**config.mk**
```make
export PLATFORM = sky130hd
export DESIGN_NAME = hvc_tag_array
export DESIGN_NICKNAME = d
export VERILOG_FILES = /design/src/rtl/hvc_pkg.sv /design/src/rtl/hvc_way_match.sv /design/src/rtl/hvc_victim_pick.sv /design/src/rtl/hvc_age_update.sv /design/src/rtl/hvc_tag_array.sv
export SDC_FILE = /design/constraint.sdc
export NUM_CORES = 1
export LEC_CHECK = 0
export BUFFER_PORTS_ARGS = -buffer_cell sky130_fd_sc_hd__buf_2
export CORE_MARGIN = 2
export CORE_UTILIZATION = 39
export CTS_CLUSTER_SIZE = 8
export DETAILED_ROUTE_END_ITERATION = 8
export GPL_TIMING_DRIVEN = 0
export HOLD_SLACK_MARGIN = 0.03
export PLACE_DENSITY = 0.62
export SETUP_SLACK_MARGIN = 0.3
export SKIP_LAST_GASP = 1
export SLEW_MARGIN = 30
export SYNTH_ARGS = -nofsm -noshare
export SYNTH_HDL_FRONTEND = slang
export SYNTH_SLANG_ARGS = --single-unit
export TNS_END_PERCENT = 30
```
**constraint.sdc**
```tcl
create_clock -name clk -period 5.85 [get_ports clk]
set_clock_uncertainty 0.15 [all_clocks]
set_input_delay 0.585 -clock clk [delete_from_list [all_inputs] [get_ports clk]]
set_output_delay 0.585 -clock clk [all_outputs]
set_load 0.03 [all_outputs]
```
**src/rtl/hvc_pkg.sv**
```systemverilog
package hvc_pkg;
    // Index width for a count of n items, never below one bit
    function automatic int bits_for(input int n);
        return (n > 1) ? $clog2(n) : 1;
    endfunction
endpackage

```
**src/rtl/hvc_way_match.sv**
```systemverilog
module hvc_way_match #(
    parameter int WAYS  = 2,
    parameter int TAG_W = 8,
    localparam int WAY_W = hvc_pkg::bits_for(WAYS)
) (
    input  logic [WAYS-1:0]             line_vld,
    input  logic [WAYS-1:0][TAG_W-1:0]  line_tag,
    input  logic [TAG_W-1:0]            look_tag,
    output logic                        any_hit,
    output logic [WAY_W-1:0]            hit_way
);
    logic [WAYS-1:0] match;

    for (genvar g = 0; g < WAYS; g++) begin : g_cmp
        assign match[g] = line_vld[g] && (line_tag[g] == look_tag);
    end

    always_comb begin
        any_hit = |match;
        hit_way = '0;
        for (int w = WAYS - 1; w >= 0; w--) begin
            if (match[w]) hit_way = WAY_W'(w);
        end
    end
endmodule

```
**src/rtl/hvc_victim_pick.sv**
```systemverilog
module hvc_victim_pick #(
    parameter int WAYS  = 2,
    localparam int WAY_W = hvc_pkg::bits_for(WAYS),
    localparam int AGE_W = hvc_pkg::bits_for(WAYS)
) (
    input  logic [WAYS-1:0]             line_vld,
    input  logic [WAYS-1:0]             line_hint,
    input  logic [WAYS-1:0][AGE_W-1:0]  line_age,
    output logic [WAY_W-1:0]            pick_way
);
    logic [WAYS-1:0]  pool;
    logic [AGE_W-1:0] best_age;
    logic             found;

    always_comb begin
        pick_way = '0;
        best_age = '0;
        found    = 1'b0;
        pool     = (|line_hint) ? line_hint : '1;
        if (!(&line_vld)) begin
            // lowest invalid way wins
            for (int w = WAYS - 1; w >= 0; w--) begin
                if (!line_vld[w]) pick_way = WAY_W'(w);
            end
        end else begin
            // oldest line within the flagged pool (or all lines)
            for (int w = 0; w < WAYS; w++) begin
                if (pool[w] && (!found || line_age[w] > best_age)) begin
                    pick_way = WAY_W'(w);
                    best_age = line_age[w];
                    found    = 1'b1;
                end
            end
        end
    end
endmodule

```
**src/rtl/hvc_age_update.sv**
```systemverilog
module hvc_age_update #(
    parameter int WAYS  = 2,
    localparam int WAY_W = hvc_pkg::bits_for(WAYS),
    localparam int AGE_W = hvc_pkg::bits_for(WAYS)
) (
    input  logic [WAYS-1:0][AGE_W-1:0]  age_in,
    input  logic [WAY_W-1:0]            touch_way,
    output logic [WAYS-1:0][AGE_W-1:0]  age_out
);
    localparam logic [AGE_W-1:0] AGE_MAX = AGE_W'(WAYS - 1);

    logic [AGE_W-1:0] ref_age;

    always_comb begin
        ref_age = age_in[touch_way];
        for (int w = 0; w < WAYS; w++) begin
            if (WAY_W'(w) == touch_way) begin
                age_out[w] = '0;
            end else if (age_in[w] <= ref_age && age_in[w] != AGE_MAX) begin
                age_out[w] = age_in[w] + 1'b1;
            end else begin
                age_out[w] = age_in[w];
            end
        end
    end
endmodule

```
**src/rtl/hvc_tag_array.sv**
```systemverilog
module hvc_tag_array #(
    parameter int SETS  = 16,
    parameter int WAYS  = 2,
    parameter int TAG_W = 8,
    localparam int IDX_W  = hvc_pkg::bits_for(SETS),
    localparam int WAY_W  = hvc_pkg::bits_for(WAYS),
    localparam int AGE_W  = hvc_pkg::bits_for(WAYS),
    localparam int ADDR_W = TAG_W + IDX_W
) (
    input  logic              clk,
    input  logic              rst,
    input  logic              req_valid,
    input  logic [ADDR_W-1:0] req_addr,
    input  logic              req_no_reuse,
    input  logic              req_prefetch,
    output logic              rsp_hit,
    output logic              rsp_miss,
    output logic [WAY_W-1:0]  rsp_way,
    output logic              rsp_evict_valid,
    output logic [TAG_W-1:0]  rsp_evict_tag
);
    typedef struct packed {
        logic [SETS-1:0][WAYS-1:0]             vld;
        logic [SETS-1:0][WAYS-1:0]             hnt;
        logic [SETS-1:0][WAYS-1:0][TAG_W-1:0]  tag;
        logic [SETS-1:0][WAYS-1:0][AGE_W-1:0]  age;
        logic                                  hit;
        logic                                  miss;
        logic [WAY_W-1:0]                      way;
        logic                                  ev_vld;
        logic [TAG_W-1:0]                      ev_tag;
    } state_t;

    state_t st_q, st_d;

    logic [IDX_W-1:0]             idx;
    logic [TAG_W-1:0]             lk_tag;
    logic [WAYS-1:0]              lk_valid;
    logic [WAYS-1:0]              lk_hint;
    logic [WAYS-1:0][TAG_W-1:0]   set_tags;
    logic [WAYS-1:0][AGE_W-1:0]   set_ages;
    logic [WAYS-1:0][AGE_W-1:0]   new_ages;
    logic                         lk_hit;
    logic [WAY_W-1:0]             hit_way;
    logic [WAY_W-1:0]             pick_way;
    logic [WAY_W-1:0]             use_way;
    logic                         keep_hint;

    assign idx       = req_addr[IDX_W-1:0];
    assign lk_tag    = req_addr[ADDR_W-1:IDX_W];
    assign lk_valid  = st_q.vld[idx];
    assign lk_hint   = st_q.hnt[idx];
    assign set_tags  = st_q.tag[idx];
    assign set_ages  = st_q.age[idx];
    assign use_way   = lk_hit ? hit_way : pick_way;
    assign keep_hint = req_no_reuse & ~req_prefetch;

    hvc_way_match #(.WAYS(WAYS), .TAG_W(TAG_W)) match_i (
        .line_vld (lk_valid),
        .line_tag (set_tags),
        .look_tag (lk_tag),
        .any_hit  (lk_hit),
        .hit_way  (hit_way)
    );

    hvc_victim_pick #(.WAYS(WAYS)) pick_i (
        .line_vld  (lk_valid),
        .line_hint (lk_hint),
        .line_age  (set_ages),
        .pick_way  (pick_way)
    );

    hvc_age_update #(.WAYS(WAYS)) age_i (
        .age_in    (set_ages),
        .touch_way (use_way),
        .age_out   (new_ages)
    );

    always_comb begin
        st_d        = st_q;
        st_d.hit    = 1'b0;
        st_d.miss   = 1'b0;
        st_d.way    = '0;
        st_d.ev_vld = 1'b0;
        st_d.ev_tag = '0;
        if (req_valid) begin
            st_d.hit  = lk_hit;
            st_d.miss = !lk_hit;
            st_d.way  = use_way;
            if (!lk_hit) begin
                st_d.ev_vld = lk_valid[pick_way];
                st_d.ev_tag = lk_valid[pick_way] ? set_tags[pick_way] : '0;
            end
            st_d.vld[idx][use_way] = 1'b1;
            st_d.tag[idx][use_way] = lk_tag;
            st_d.hnt[idx][use_way] = keep_hint;
            st_d.age[idx]          = new_ages;
        end
    end

    always_ff @(posedge clk) begin
        if (rst) st_q <= '0;
        else     st_q <= st_d;
    end

    assign rsp_hit         = st_q.hit;
    assign rsp_miss        = st_q.miss;
    assign rsp_way         = st_q.way;
    assign rsp_evict_valid = st_q.ev_vld;
    assign rsp_evict_tag   = st_q.ev_tag;
endmodule

```
Word level (Yosys, flattened, before mapping) --
Cells that the tools add are included.
Cells by class: $add $sub $neg 2, magnitude comparators 8, reduce and logical (&&, ||, !) cells 16, divide/modulo/power cells 0, bitwise logic cells 7, $mul 0, shift-type cells 0, muxes and demuxes 43, equality and inequality tests 2
Operator list (count):
- bitwise mux 256 bit | 1
- binary-select mux 16 bit (select 4 bit) | 1
- bitwise mux 32 bit | 2
- demux 16 bit (select 4 bit) | 1
- two-way mux 16 bit | 2
- bitwise OR 32 bit | 1
- binary-select mux 2 bit (select 4 bit) | 3
- two-way mux 8 bit | 3
- two-way mux 1 bit | 20
- demux 2 bit (select 4 bit) | 2
- == test 8 bit | 2
- two-way mux 2 bit | 6
- demux 8 bit (select 1 bit) | 1
- logical AND 1 bit | 7
- OR reduction 2 bit | 3
- < comparator 4 x 5 -> 1 bit, second input constant | 1
- NOT 1 bit | 5
- OR reduction 5 bit | 1
- greater-or-equal comparator 4 x 1 -> 1 bit, second input constant | 1
- < comparator 1 x 2 -> 1 bit, second input constant | 2
- OR reduction 4 bit | 1
- adder 1 bit, second input constant | 2
- <= comparator 1 bit | 2
- logical NOT 1 bit | 2
- 6 further kinds | 6
Word-level totals: latch bits 0, RAM bits 0, logic and storage cells 179, output and inout port bits 12, bits in registers 364, memory bits (read-only) 0, memories 0

Longest topological paths before layout --
Gate-level depths: netlist of run 1.
depth after elaboration 19, gate-level depth with buffers 15, mapped depth without buffers 8

Hierarchy --
From an unflattened synthesis of run 1, not the netlist that was laid out.
Unflattened totals: cells, all modules 1612, area total of the unflattened synthesis 16076.7 µm²
By module, submodules not included:
- hvc_tag_array | times used 1, area each 15832.7 µm², cells an instance 1580
- hvc_way_match | times used 1, area each 193.9 µm², cells an instance 25
- hvc_victim_pick | times used 1, area each 42.5 µm², cells an instance 5
- hvc_age_update | times used 1, area each 7.5 µm², cells an instance 2

Worst setup path before layout of run 1 --
Ideal clock, no wire load.
path type in2reg, from input port req_addr[3], to register st_q[74] (netlist name), cell stages on the path 13, data required time 5.584 ns, slack 2.247 ns, setup time 0.116 ns, arrival time 3.337 ns, path through buf_2 -> buf_2 -> buf_2 -> mux4_2 -> mux2i_1 -> xor2_1 -> nor2_1 -> nor4_1 -> a21oi_2 -> buf_6 -> or3_4 -> buf_6 -> a31o_1
On the way: cells in the longest elaborated chain, start to end 19, elaborated cells on any way between the ends 42
Ends and longest elaborated chain:
- start, declared | line hvc_tag_array.sv:13 | input logic [ADDR_W-1:0] req_addr,
- binary-select mux 2 bit (select 4 bit) | line hvc_tag_array.sv:52 | assign lk_hint = st_q.hnt[idx];
- two-way mux 2 bit (implied by the code) | line hvc_tag_array.sv:52
- OR reduction 2 bit | line hvc_victim_pick.sv:19 | pool = (|line_hint) ? line_hint : '1;
- two-way mux 2 bit | line hvc_victim_pick.sv:19
- two-way mux 1 bit | line hvc_victim_pick.sv:28 | if (pool[w] && (!found || line_age[w] > best_age)) begin
- two-way mux 1 bit | line hvc_victim_pick.sv:20 | if (!(&line_vld)) begin
- greater-than comparator 1 bit or logical NOT 1 bit (tied branches) | line hvc_victim_pick.sv:28
- logical OR 1 bit | line hvc_victim_pick.sv:28
- (+3 left out)
- two-way mux 1 bit | line hvc_tag_array.sv:55 | assign use_way = lk_hit ? hit_way : pick_way;
- < comparator 1 x 2 -> 1 bit (implied by the code) or greater-or-equal comparator 1 bit (tied branches) | line hvc_tag_array.sv:95 | st_d.tag[idx][use_way] = lk_tag;
- logical AND 1 bit (implied by the code) | line hvc_tag_array.sv:95
- two-way mux 8 bit (implied by the code) | line hvc_tag_array.sv:95
- demux 8 bit (select 1 bit) | line hvc_tag_array.sv:95
- two-way mux 16 bit (implied by the code) | line hvc_tag_array.sv:95
- demux 16 bit (select 4 bit) * | line hvc_tag_array.sv:95
- bitwise mux 256 bit * | line hvc_tag_array.sv:95
- end signal, assigned | line hvc_tag_array.sv:103 | else st_q <= st_d;
- end, declared | line hvc_tag_array.sv:34 | state_t st_q, st_d;
Mark *: on every way between the ends. The rest lies on a longest branch, timed or not. The select of a mux whose other input is x is not followed. A chain may end at the register's enable or synchronous reset.

Final worst setup path of run 1 --
from input port req_addr[2], to register st_q[246] (netlist name)
Same word-level chain as after synthesis.

==> results of run 1 <==
final timing paths:
path / startpoint / endpoint / slack [ns] / cells after the start
max: req_addr[2] / st_q[246]$_SDFFE_PP0P_ / 1.02 / 14
min: st_q[350]$_SDFFE_PP0P_ / st_q[350]$_SDFFE_PP0P_ / 0.29 / 2
max reg2reg: st_q[221]$_SDFFE_PP0P_ / st_q[246]$_SDFFE_PP0P_ / 1.92 / 11
min reg2reg: st_q[350]$_SDFFE_PP0P_ / st_q[350]$_SDFFE_PP0P_ / 0.29 / 2
through the flow:
stage          setup WS [ns]  hold slack (ns)  util (%)  instance area (um^2)  total power, mW
6_report               1.025           0.2932     44.61                 19220            5.518
5_1_grt                1.059           0.3165     44.61                 19220            5.642
3_3_place_gp          0.6486           0.2797     41.52                 17890            2.925
4_1_cts                1.256           0.2967     44.61                 19220            5.518
2_1_floorplan          2.247           0.2723         -                 17030            2.781
3_5_place_dp          0.6690           0.2884     41.52                 17890            2.929
area by class of cell:
class	instances	area share, %
multi-input combinational	1031	44.69
sequential	364	37.92
clock buffer	53	6.785
buffer	196	5.339
tap	585	3.809
inverter	34	0.6641
timing repair buffer	25	0.6511
clock inverter	3	0.1367
worst max-delay path, cell delays in order:
cell and delay, ns:
buf_4 0.17, buf_2 0.36, buf_2 0.47, clkbuf_1 0.76, mux2i_1 0.21, mux2i_1 0.49, xnor2_1 0.18, o2111ai_1 0.14
nor2_1 0.33, buf_4 0.26, buf_2 0.31, clkbuf_1 0.48, nor4_1 0.14, a31o_1 0.22
cells in the mapped netlist (6+ instances only):
library cell	number	area, um^2
xnor2_1	9	78.83
a31o_2	31	271.5
xor2_1	7	61.31
or3_4	12	135.1
or3_1	6	37.54
nand3_1	11	55.05
nor2_1	46	172.7
inv_1	32	120.1
nor4_1	123	769.5
nand2_1	221	829.6
mux4_2	93	2095
mux2i_1	212	2122
a21oi_1	49	245.2
o211a_1	15	150.1
mux2_2	6	67.56
clkbuf_1	106	397.9
a22oi_1	20	150.1
o21ai_0	13	65.06
buf_6	18	202.7
nor2b_1	6	37.54
buf_2	40	200.2
o311ai_0	8	70.07
nand2b_1	7	43.79
a31o_1	91	797.0
dfxtp_1	364	7287
nor3_1	6	30.03
buf_4	28	210.2
report_power, final:
part | switching (mW) | total (mW) | internal (mW)
Sequential | 0.00926 | 2.51 | 2.50
Clock | 1.08 | 2.63 | 1.55
Combinational | 0.275 | 0.380 | 0.104
Total | 1.36 | 5.52 | 4.16
registers in the layout (all words and copies together) (netlist names):
name and count:
rsp_evict_valid 1, rsp_miss 1, st_q 352, rsp_evict_tag 8
rsp_way 1, rsp_hit 1
cell families after synthesis:
kind of cell | count (synthesis) | share of synthesized area (%)
and+or+nand+nor | 458 | 13.31
DFF | 364 | 42.79
muxes | 311 | 25.16
AOI/OAI and AO/OA | 246 | 11.14
buffers and inverters | 230 | 6.774
xor gates and xnor gates | 16 | 0.8230
metal layers:
layer | vias up | part of all wire, % | track usage (%)
li1 | 6117 | - | -
met1 | 7042 | 41 | 37.08
met2 | 800 | 44 | 42.86
met3 | 190 | 11 | 6.722
met4 | 2 | 5.2 | 14.08
met5 | - | 0.021 | 0
==> summary.md, run 1 <==
| Metric | Value |
|---|---|
| Status | `completed` |
| Row count | `76` |
| Number of port buffers | `25` |
| CP Data Arrival Time | `5.15 ns` |
| Worst-margin pin slew | `between 0.9 and 1 ns` |
| Post-Layout Cell Count | `2291` |
| Placer's final routability congestion estimate | `roughly 1` |
| Max-Cap Viols | `0` |
| Endpoint class of the critical path | `register` |
| Total Wirelength | `63300 um` |
| Clk buf depth | `3` |
| Number of global-route vias before repair | `between 10000 and 15000` |
| CP Max Fanout | `10` |
| Clk sinks | `364` |
| Synthesized area per cell | `roughly 10 um^2` |
| Post-route clock period utilization | `between 80% and 90%` |
| Final setup TNS | `0 ns` |
| Cell variety after synth | `52` |
| Setup Buffers After CTS | `0` |
| TritonCTS Buffers | `just over 50` |
| Drt wl/cell | `27.63 um` |
| Max-slew violations | `0` |
| Min-Delay Path Class | `register to register` |
| Final hold viol count | `0` |
| Core ar. | `roughly 0.043 mm^2` |
| Commonest cells after routing, fill and taps aside | `dfxtp_1 (364), nand2_1 (221), mux2i_1 (212), nor4_1 (123), clkbuf_1 (106)` |
| Resized cells post-CTS | `0` |
| CTS tree | `done` |
| Fillers | `around 4100` |
| Period minus WS final | `around 4.8 ns` |
| Leakage | `around 7.9 nW` |
| Multi-input logic area | `around 0.0086 mm^2` |
| DIE WIDTH | `~210 um` |
| Required time of the critical path | `between 6 and 7 ns` |
| Syn Nets | `1642` |
| CTS root buf | `clkbuf_16` |
| Yosys reg bits | `364` |
| GRT Total Usage | `between 20% and 30%` |
| DR DRC count | `0` |
| Die footprint | `0.04535 mm^2` |
| Kind of critical path | `input pin to register` |
| # IOs | `29` |
| Layout cells sized above 1 | `18.46%` |
| Peak VDD IR | `approximately 0.20 mV` |
| EDFF count, synth | `0` |
| Hpwl dp | `around 45000 um` |
| Via density per instance | `6.177` |
| Latest clock arrival within the worst-skew pair | `between 0.5 and 0.6 ns` |
| Ys Warns | `0` |
| Power per cell area | `between 200 and 300 mW/mm^2` |
| Post-Syn Instances | `1625` |
| CTS H-tree lvls | `2` |
| F_max | `just over 200 MHz` |
| Syn Std Cell Area | `~0.017 mm^2` |
| RSZ-0062 raised after global routing | `no` |
| Ys async rst share | `0%` |
| Area delta synth->final | `12.84%` |
| Most used DFF post-synth | `dfxtp_1` |
| Grt ovf | `0` |
| Nets@finish | `between 1500 and 2000` |
| First-pass GRT wire length | `91710 um` |
| Post-synthesis sequential area ratio | `between 40% and 50%` |
| Largest net degree at the start of global routing | `14` |
| Max_slew headroom | `between 30% and 40%` |
| Initial core utilization | `around two fifths` |
| Commonest non-fill, non-tap cell in the layout | `dfxtp_1` |
| Clock Pin Slew Worst Setup and Hold Paths | `about 0.050 ns` |
| Setup-failing EPs final | `0` |
| Initial antenna violation count | `1` |
| Via count | `approximately 14000` |
| Worst setup SP type | `input pin` |
| Die height | `approximately 210 um` |
| First drt pass iteration count | `5` |
| 1st-iter DRT viols | `around 1600` |
| Post-Place Cells | `about 2200` |
| ANT nets after route | `0` |
| Antenna Cells | `0` |
| Register Area | `~0.0073 mm^2` |
| Hold_buf cts | `0` |
Power figures use the tool's default switching activity.
==> inputs of run 2 (changes only) <==
- clock period: 5.85 -> 4.98 ns (I/O delays scaled with it)
==> run 2 against run 1 <==
Compared with the run above:
- non-clock buffer count stayed put
- register-to-register slack worse by 0.81 ns
- sequential cell count did not move
- clock power rose by 17%
- sequential share of layout area about the same
- sequential power increased by 18%
- combinational power up 17%
- critical path depth is the same
- cell count unchanged
- clock-buffer cell count stayed put
- critical endpoint is now st_q[212]$_SDFFE_PP0P_
==> summary.md, run 2 (synthesized netlist as in run 1, its figures left out) <==
| Metric | Value |
|---|---|
| Latest clock arrival within the worst-skew pair | `just under 0.6 ns` |
| Post-Place Cells | `roughly 2200` |
| Post-route clock period utilization | `a little over nine tenths` |
| Largest net degree at the start of global routing | `14` |
| Top Family by Delay on Critical Path | `buffers and inverters` |
| RSZ-0062 raised after global routing | `no` |
| CP Data Arrival Time | `5.00 ns` |
| Number of port buffers | `25` |
| Post-Layout Cell Count | `around 2300` |
| Status | `completed` |
| TritonCTS Buffers | `between 50 and 60` |
| CTS root buf | `clkbuf_16` |
| Crit-path most repeated cell | `buf_2` |
| CTS H-tree lvls | `2` |
| Number of global-route vias before repair | `roughly 14000` |
| Largest Register | `st_q` |
| Layout cells sized above 1 | `18.52%` |
| CP Cell Sequence | `buf_4 -> buf_2 -> buf_2 -> clkbuf_1 -> mux2i_1 -> mux2i_1 -> xnor2_1 -> o2111ai_1 -> nor2_1 -> buf_4 -> buf_2 -> clkbuf_1 -> nor4_1 -> a31o_1` |
| Required time of the critical path | `about 5.3 ns` |
| Die height | `around 210 um` |
| Max_slew headroom | `roughly a third` |
| Die footprint | `between 0.04 and 0.05 mm^2` |
| Setup-failing EPs final | `0` |
| Grt ovf | `0` |
| Final setup TNS | `0 ns` |
| Peak VDD IR | `between 0.2 and 0.25 mV` |
| DIE WIDTH | `around 210 um` |
| Drt wl/cell | `27.59 um` |
| CP Buf/Inv Count | `7` |
| Worst-margin pin slew | `between 0.9 and 1 ns` |
| GRT Total Usage | `roughly 28%` |
| Commonest non-fill, non-tap cell in the layout | `dfxtp_1` |
| Max-slew violations | `0` |
| Clk sinks | `~360` |
| Hpwl dp | `between 40000 and 50000 um` |
| Fin util | `around 45%` |
| Kind of critical path | `input pin to register` |
| First drt pass iteration count | `5` |
| Power per cell area | `around 340 mW/mm^2` |
| Critical-path top delay cell | `clkbuf_1` |
| ANT nets after route | `0` |
| Min-Delay Path Class | `register to register` |
| Max-Cap Viols | `0` |
| Period minus WS final | `4.687 ns` |
| CP Max Fanout | `10` |
| # IOs | `29` |
| Hold_buf cts | `0` |
| CTS tree | `done` |
| Antenna Cells | `0` |
| Commonest cells after routing, fill and taps aside | `dfxtp_1 (364), nand2_1 (221), mux2i_1 (212), nor4_1 (123), clkbuf_1 (105)` |
| Via count | `~14000` |
| F_max | `between 200 and 250 MHz` |
| Clock Pin Slew Worst Setup and Hold Paths | `~0.050 ns` |
| Final hold slack | `between 0.2 and 0.3 ns` |
| Post-Layout Inst Area | `just under 0.02 mm^2` |
| Max FFs per register | `352` |
| Worst setup SP type | `input pin` |
| Initial antenna violation count | `1` |
| Initial core utilization | `approximately 40%` |
| Place WS | `-0.1140 ns` |
| Leakage | `between 7 and 8 nW` |
| First-pass GRT wire length | `~92000 um` |
| Via density per instance | `around 6.2` |
| Area delta synth->final | `12.85%` |
| Dpl cell area | `roughly 0.018 mm^2` |
| Final hold viol count | `0` |
| Total power | `approximately 6.5 mW` |
| PnR worst setup slack | `roughly 0.29 ns` |
| Worst path max stage delay | `0.77 ns` |
| Clk buf depth | `3` |
| 1st-iter DRT viols | `between 1500 and 2000` |
| Placer's final routability congestion estimate | `roughly 1.0` |
| Core ar. | `roughly 0.043 mm^2` |
| Endpoint class of the critical path | `register` |
| Row count | `76` |
| Nets@finish | `1720` |
| Total Wirelength | `approximately 63000 um` |
| DR DRC count | `0` |
[run 2: worst register-to-register path: stages (launching register included)]
cell and delay (ns):
dfxtp_1 0.32, mux4_2 0.48, mux2i_1 0.43, mux2i_1 0.15, a21boi_0 0.27, nand4_1 0.21, nor2_1 0.36, buf_4 0.26
buf_2 0.31, clkbuf_1 0.44, nor4_1 0.13, a31o_1 0.22
[run 2: cell type report]
type | instances | area [um^2]
repair buffers | 25 | 125.1
multi-input cells | 1031 | 8588
flip-flops and latches | 364 | 7287
fillers | 4054 | 23860
clock buffers | 53 | 1304
well taps | 585 | 732.0
plain buffers | 196 | 1027
clock inverters | 3 | 26.28
inverters | 34 | 127.6
[run 2: what timing repair did]
action | 4_1_cts | 5_1_grt
endpoints found under the setup margin | 0 | 4
gates resized for setup | 0 | 2
setup buffers | 0 | 0
[run 2: worst paths after layout]
kind                           from                      to  slack (ns)  cells past startpoint
max                     req_addr[2]  st_q[212]$_SDFFE_PP0P_        0.29                     14
min          st_q[350]$_SDFFE_PP0P_  st_q[350]$_SDFFE_PP0P_        0.29                      2
max reg2reg  st_q[221]$_SDFFE_PP0P_  st_q[212]$_SDFFE_PP0P_        1.11                     11
min reg2reg  st_q[350]$_SDFFE_PP0P_  st_q[350]$_SDFFE_PP0P_        0.29                      2
[run 2: where the power goes]
part / internal [mW] / switching [mW]
Clock: 1.82 / 1.26
Combinational: 0.122 / 0.324
Sequential: 2.94 / 0.0108
[run 2: metal layers]
metal | wire (um) | GRT usage, %
met3 | 6465 | 6.722
met5 | 13 | 0
met4 | 3298 | 14.08
met1 | 25840 | 37.08
met2 | 27600 | 42.86
